==> src/rtl/lcell_pkg.sv <==
// Package: shared sizes and the register control bundle of the logic cell.
// Assumes a power-of-two table size derived from the input count.
package lcell_pkg;
    localparam int LUT_INPUTS_DEF = 4;

    // Register control bundle carried from the top to the register module.
    typedef struct packed {
        logic ena;
        logic sclr;
        logic sload;
        logic aclr;
        logic apre;
        logic aload;
    } reg_ctrl_t;
endpackage

==> src/rtl/lcell_lut.sv <==
// Module: lookup table with index-bit-0 steering.
// Picks the index bit 0 source (data, chain input, or data XOR add/sub)
// and reads the truth word. Assumes the configuration inputs are static.
module lcell_lut #(
    parameter int N_IN = 4,
    localparam int TBL = 1 << N_IN
) (
    input  logic [TBL-1:0]  truth,
    input  logic [N_IN-1:0] din,
    input  logic            cfg_arith,
    input  logic            cfg_chain_sel,
    input  logic            addsub,
    input  logic            chain_in,
    output logic            lut_out,
    output logic            chain_out
);
    logic            bit0;
    logic [N_IN-1:0] idx;

    // Select the source of index bit 0 according to the mode.
    always_comb begin
        if (cfg_arith)
            bit0 = din[0] ^ addsub;
        else if (cfg_chain_sel)
            bit0 = chain_in;
        else
            bit0 = din[0];
    end

    // Form the index and read the table; the chain output is held low in arithmetic mode.
    always_comb begin
        idx       = {din[N_IN-1:1], bit0};
        lut_out   = truth[idx];
        chain_out = cfg_arith ? 1'b0 : lut_out;
    end
endmodule

==> src/rtl/lcell_reg.sv <==
// Module: cell register with enable, synchronous clear and load, and
// asynchronous clear, preset and load.
// Asynchronous controls act on the output at once and are captured at the
// next edge, so the forced value persists after release.
// Priority: aclr > apre > aload > (ena: sclr > sload > data).
module lcell_reg
    import lcell_pkg::*;
(
    input  logic      clk,
    input  logic      rst_n,
    input  reg_ctrl_t ctrl,
    input  logic      adata,
    input  logic      d,
    output logic      q_out
);
    logic q;

    // Capture state at the edge in the priority order of the controls.
    always_ff @(posedge clk) begin
        if (!rst_n)
            q <= 1'b0;
        else if (ctrl.aclr)
            q <= 1'b0;
        else if (ctrl.apre)
            q <= 1'b1;
        else if (ctrl.aload)
            q <= adata;
        else if (ctrl.ena) begin
            if (ctrl.sclr)
                q <= 1'b0;
            else if (ctrl.sload)
                q <= adata;
            else
                q <= d;
        end
    end

    // Apply the asynchronous overrides to the visible output without waiting for a clock.
    always_comb begin
        if (ctrl.aclr)
            q_out = 1'b0;
        else if (ctrl.apre)
            q_out = 1'b1;
        else if (ctrl.aload)
            q_out = adata;
        else
            q_out = q;
    end

    p_aclr_persist_r7: assert property (@(posedge clk) disable iff (!rst_n)
        ctrl.aclr |=> (ctrl.apre || ctrl.aload || !q_out));

    p_apre_persist_r8: assert property (@(posedge clk) disable iff (!rst_n)
        (ctrl.apre && !ctrl.aclr) |=> (ctrl.aclr || ctrl.aload || q_out));

    p_sclr_r6: assert property (@(posedge clk) disable iff (!rst_n)
        (ctrl.ena && ctrl.sclr && !ctrl.aclr && !ctrl.apre && !ctrl.aload)
        |=> (ctrl.apre || ctrl.aload || !q_out));

    p_hold_r5: assert property (@(posedge clk) disable iff (!rst_n)
        (!ctrl.ena && !ctrl.aclr && !ctrl.apre && !ctrl.aload)
        |=> (ctrl.aclr || ctrl.apre || ctrl.aload || (q_out == $past(q_out))));
endmodule

==> src/rtl/logic_cell.sv <==
// Module: top of the programmable logic cell.
// Joins the lookup table and the register, picks the register source,
// and steers the routed and local outputs. Assumes static configuration.
module logic_cell
    import lcell_pkg::*;
#(
    parameter int LUT_INPUTS = LUT_INPUTS_DEF,
    localparam int LUT_SIZE = 1 << LUT_INPUTS
) (
    input  logic                  clk,
    input  logic                  rst_n,
    input  logic [LUT_SIZE-1:0]   cfg_truth,
    input  logic                  cfg_arith,
    input  logic                  cfg_chain_sel,
    input  logic                  cfg_reg_src,
    input  logic                  cfg_bypass,
    input  logic [LUT_INPUTS-1:0] din,
    input  logic                  addsub,
    input  logic                  lut_chain_in,
    input  logic                  reg_chain_in,
    input  logic                  ena,
    input  logic                  sync_clr,
    input  logic                  sync_load,
    input  logic                  async_clr,
    input  logic                  async_pre,
    input  logic                  async_load,
    input  logic                  load_data,
    output logic                  route_out,
    output logic                  local_out,
    output logic                  lut_chain_out,
    output logic                  reg_chain_out
);
    logic      lut_res;
    logic      reg_d;
    logic      reg_q;
    reg_ctrl_t ctrl;

    lcell_lut #(.N_IN(LUT_INPUTS)) i_lut (
        .truth         (cfg_truth),
        .din           (din),
        .cfg_arith     (cfg_arith),
        .cfg_chain_sel (cfg_chain_sel),
        .addsub        (addsub),
        .chain_in      (lut_chain_in),
        .lut_out       (lut_res),
        .chain_out     (lut_chain_out)
    );

    // Bundle the register controls and pick the register data source for packing.
    always_comb begin
        ctrl  = '{ena: ena, sclr: sync_clr, sload: sync_load,
                  aclr: async_clr, apre: async_pre, aload: async_load};
        reg_d = cfg_reg_src ? reg_chain_in : lut_res;
    end

    lcell_reg i_reg (
        .clk   (clk),
        .rst_n (rst_n),
        .ctrl  (ctrl),
        .adata (load_data),
        .d     (reg_d),
        .q_out (reg_q)
    );

    // Steer the outputs: route_out follows bypass and local_out carries the other value.
    always_comb begin
        route_out     = cfg_bypass ? lut_res : reg_q;
        local_out     = cfg_bypass ? reg_q : lut_res;
        reg_chain_out = reg_q;
    end

    p_chain_matches_route_r3: assert property (@(posedge clk) disable iff (!rst_n)
        (!cfg_arith && cfg_bypass) |-> (lut_chain_out == route_out));

    p_regchain_vs_route_r4: assert property (@(posedge clk) disable iff (!rst_n)
        !cfg_bypass |-> (reg_chain_out == route_out));
endmodule

==> config.mk <==
export PLATFORM = sky130hd
export DESIGN_NAME = logic_cell
export DESIGN_NICKNAME = d
export VERILOG_FILES = /design/src/rtl/lcell_pkg.sv /design/src/rtl/lcell_lut.sv /design/src/rtl/lcell_reg.sv /design/src/rtl/logic_cell.sv
export SDC_FILE = /design/constraint.sdc
export NUM_CORES = 1
export LEC_CHECK = 0
export BUFFER_PORTS_ARGS = -buffer_cell sky130_fd_sc_hd__buf_4
export CAP_MARGIN = 20
export CORE_AREA = 2 2 39 41
export CTS_CLUSTER_DIAMETER = 60
export DETAILED_ROUTE_END_ITERATION = 10
export DIE_AREA = 0 0 41 43
export GPL_ROUTABILITY_DRIVEN = 0
export GPL_TIMING_DRIVEN = 0
export HOLD_SLACK_MARGIN = 0.03
export PLACE_DENSITY = 0.8
export SYNTH_ARGS = -nofsm -noshare
export SYNTH_HDL_FRONTEND = slang
export SYNTH_SLANG_ARGS = --single-unit
==> constraint.sdc <==
create_clock -name clk -period 2.2 [get_ports clk]
set_clock_uncertainty 0.05 [all_clocks]
set_input_delay 0.22 -clock clk [delete_from_list [all_inputs] [get_ports clk]]
set_output_delay 0.22 -clock clk [all_outputs]
set_load 0.1 [all_outputs]
* After elaboration in Yosys (flattened, before gate mapping)
Cells that the tools add are included.
** Word-level totals
- Register bits :: 1
- Bits in latches :: 0
- Bits in writable memories :: 0
- ROM bits :: 0
- Memories kept :: 0
** Cells by class
- Add/subtract/negate cells :: 0
- Multipliers :: 0
- Div/mod/pow operators :: 0
- Magnitude comparators :: 1
- Eq/ne operators :: 0
- Shift operators :: 0
- Muxes and demuxes :: 16
- Bitwise operators :: 2
- Reduce and logical (&&, ||, !) cells :: 2
** Operators by type and width (count)
- $mux 1 :: 15
- $lt 4x5->1 const B :: 1
- $bmux 1 s4 :: 1
- $reduce_bool 3->1 :: 1
- $reduce_or 2->1 :: 1
- $not 1->1 :: 1
- $xor 1x1->1 :: 1

* Depth between registers and ports, before layout
- Depth after elaboration :: 10
- Depth in mapped cells :: 7
- Depth with buffers taken out :: 6

* Cells and area by module
Synthesis repeated with hierarchy kept, for this count alone.
** Unflattened totals
- Cells, all modules :: 49
- Area total of the unflattened synthesis :: 452.9 um^2
** By module, submodules not included
- lcell_lut :: instances 1, cells an instance 38, area each 344.1 um^2, seq. area each 0.0 um^2
- lcell_reg :: instances 1, cells an instance 8, area each 75.1 um^2, seq. area each 20.0 um^2
- logic_cell :: instances 1, cells an instance 3, area each 33.8 um^2, seq. area each 0.0 um^2

* Least setup slack after synthesis
Ideal clock, no wire load.
- Path kind :: input to output
- Start point :: input din[0]
- End point :: output lut_chain_out
- Data arrival time :: 2984 ps
- Setup slack :: -1054 ps
- Stages on the path :: 5
- Cell sequence :: xor2_2 mux2i_1 a2111oi_0 nand2_1 a31oi_1
** Between the ends
- Longest elaborated chain between the ends :: 5
- Elaborated cells on any way between the ends :: 6
** Ends and longest elaborated chain
- start, declared :: line logic_cell.sv:17 : input logic [LUT_INPUTS-1:0] din,
- $mux 1 / $xor 1x1->1 (equally long branches) :: line lcell_lut.sv:24, lcell_lut.sv:23
- $mux 1 * :: line lcell_lut.sv:22 : if (cfg_arith)
- $bmux 1 s4 * :: line lcell_lut.sv:33 : lut_out = truth[idx];
- $mux 1 (not written as such) * :: line lcell_lut.sv:33
- $mux 1 * :: line lcell_lut.sv:34 : chain_out = cfg_arith ? 1'b0 : lut_out;
- end, declared :: line logic_cell.sv:30 : output logic lut_chain_out,
Every way passes the cells marked *; elsewhere a longest branch is shown, timed or not. The select of a mux whose other input is x is not followed.

* Worst setup path in the final report
- Start point :: input din[0]
- End point :: output route_out
** Between the ends
- Longest elaborated chain between the ends :: 5
- Elaborated cells on any way between the ends :: 6
** Ends and longest elaborated chain
- $mux 1 / $xor 1x1->1 (equally long branches) :: line lcell_lut.sv:24, lcell_lut.sv:23
- $mux 1 * :: line lcell_lut.sv:22
- $bmux 1 s4 * :: line lcell_lut.sv:33
- $mux 1 (not written as such) * :: line lcell_lut.sv:33
- $mux 1 * :: line logic_cell.sv:67 : route_out = cfg_bypass ? lut_res : reg_q;
- end, declared :: line logic_cell.sv:28 : output logic route_out,
Marks and branches as above.

==> results.md <==
* Outcome: finished, violations left
* Failing checks: negative setup slack
* Top cell type's share of synthesized area at 19.6%
* CTS Hold Bufs at 0
* Max reg flops at 1
* DR vias/cell at 5.85
* Yosys cell types at 26
* PD cells at 323 nW/um^2
* Final worst-path cycle share at 110%
* Post-DP HPWL at 1.18 mm
* Nets at 131
* Mux cell area share after synthesis at 44.0%
* Clock Latency Late Sink at 0 ps
* Hold crit path type: input pin to flip-flop
* Core occupancy in the finished layout at 68.7%
* DR pass1 iterations at 4
* R2R setup slack at 1090 ps
* CORE AREA at 1380 um^2
* Min Clock Period, post-route at 2420 ps
* Most common cell after layout, fill and taps aside: buf_4
* Largest family of logic cells by synthesized area: multiplexers
* Peak VDD IR at 164 uV
* Post-synthesis sequential area ratio at 4.35%
* Remaining DRCs at 0
* Site Rows at 14
* RSZ-0062 raised after global routing: true
* Post-synth net total at 86
* Post-synth top area cell: mux2i_1
* Lkg Pwr at 0.405 nW
* Final setup violation count at 4
* CP arrival at 2150 ps
* Layout cell share with drive strength beyond 1 at 67.7%
* Synthesized cell area at 460 um^2
* Setup crit end kind: primary output
* Maximum fanout along the worst path at 4
* Area post-placement at 785 um^2
* Synth Area in Adders at 0%
* Tot GR Track Use at 18.6%
* Area Growth Syn to Fin at 107%
* Commonest cells after routing, fill and taps aside: buf_4, mux2i_1, buf_6
* Reg2reg path depth at 4
* EDFF count, synth at 0
* Top FF cell, synth: dfxtp_1
* Largest net degree at the start of global routing at 11
* Hold Startpoint: sync_load
* Vias at 638
* Drt initial violations at 2
* Final Hold Viols at 0
* Die Width at 41 um
* Ys Warns at 0
* Global-route wire length before repair at 2.40 mm
* Final Instance Area at 951 um^2
* WHS Path Cells at 2
* Top reg by flops: i_reg.q
* Antenna violations before repair at 0
* End of the worst register-to-register path: i_reg.q$_SDFFE_PP0P_
* Die area at 1760 um^2
* Synth async-reset ratio at 0%
* Grt ovf at 0
* Avg Inst Size Synth at 9.21 um^2
* Worst setup SP type: input pin
* Top Registers: i_reg.q x1
* Compound-Gate Fraction of Synth Area at 22.3%
* Initial Util at 33.3%
* Reg-to-Reg Start: i_reg.q$_SDFFE_PP0P_
* Slew @ Worst Pin at 484 ps
* FF+latch count, synth at 1
* Post-DR wirelength/cell at 17.3 um
* Highest clock rate at 413 MHz
* Post-route setup slack at -224 ps
* Final Max Tran Viols at 0
* Total Routed Length at 1.88 mm
* Crit Path Class: input pin to primary output
* Ports at 40
* Simple-gate share of the synthesized area at 19.3%
* Register clock-pin slew on the reported worst setup and hold paths at 0 ps
* Slew Limit Headroom at 67.7%
* Max Cap Viol at 0
* Die height at 43 um
* Vias in the first global route at 582
* Syn Inst Count at 50
* Synth top area cells: mux2i_1, mux4_2, nand3b_1
* Antenna cells at 0
* Xor/xnor share of the synthesized area at 5.43%
* Worst hold path endpoint: i_reg.q$_SDFFE_PP0P_
* Required time worst endpoint at 1930 ps
* IO Port Bufs at 38
* Post-route ant nets at 0
==> layer usage <==
metal	GRT usage (%)	up-vias	wire, um
met5	0	-	0
met4	0	0	0
met3	0	0	55
met2	37.2	12	1140
met1	21.5	330	693
li1	-	296	-
==> final cells by class <==
type / instances / area, um^2
buffer: 1 / 13.8
fill: 107 / 433
inverter: 2 / 7.51
multi-input combinational: 46 / 528
sequential: 1 / 20.0
tap: 16 / 20.0
timing repair buffer: 43 / 362
==> worst max-delay path, stage by stage <==
cell and delay, ps:
buf_12 110, xor2_4 250, buf_6 150, mux2i_4 250
a2111oi_4 110, o41ai_2 370, nand4_1 190, mux2_2 310
buf_6 180
==> per-stage QoR <==
step	power [mW]	instances	setup slack [ps]	TNS, ps	hold WS, ps
after global routing	0.320	109	-339	-1170	443
after detailed placement	0.244	104	-396	-1170	427
after floorplan	0.163	50	-79.2	-237	309
final	0.307	109	-224	-725	433
after global placement	0.241	104	-392	-1160	420
after CTS	0.266	105	-118	-343	426
==> cells by family (layout without fill, tap and decap cells) <==
| kind of cell | count (synthesis) | after routing |
|---|---|---|
| XOR/XNOR | 2 | 2 |
| flip-flops | 1 | 1 |
| buffers and inverters | 3 | 46 |
| AO/OA/AOI/OAI | 14 | 14 |
| AND/OR/NAND/NOR | 15 | 15 |
| multiplexers | 15 | 15 |
==> report_power, final <==
group	total, mW	leakage [nW]	internal, mW	switching, mW
Clock	0	0	0	0
Sequential	0.0203	0.00826	0.0197	0.000612
Combinational	0.286	0.397	0.135	0.152
Total	0.307	0.405	0.154	0.152
==> how the worst max path moves through the flow <==
| stage | startpoint | to | slack (ps) | cells past startpoint |
|---|---|---|---|---|
| after floorplan | din[0] | route_out | -80 | 6 |
| after global placement | din[0] | route_out | -390 | 8 |
| after detailed placement | din[0] | local_out | -400 | 8 |
| after CTS | addsub | i_reg.q$_SDFFE_PP0P_ | -120 | 8 |
| after global routing | din[0] | i_reg.q$_SDFFE_PP0P_ | -340 | 9 |
| final | din[0] | route_out | -220 | 9 |
==> what timing repair did <==
item | 4_1_cts | 5_1_grt
hold endpoints to repair | 0 | 0
pin swaps | 5 | 4
buffers inserted | 1 | 4
endpoints found under the setup margin | 4 | 4
resized for setup | 13 | 12
==> cells in the mapped netlist, drive strengths merged (2+ instances only) <==
library cell / count
a221oi: 2
a21oi: 4
nand2: 4
mux2i: 9
mux4: 4
inv: 2
mux2: 2
a2111oi: 2
nand3b: 4
(Power assumes the default switching activity.)
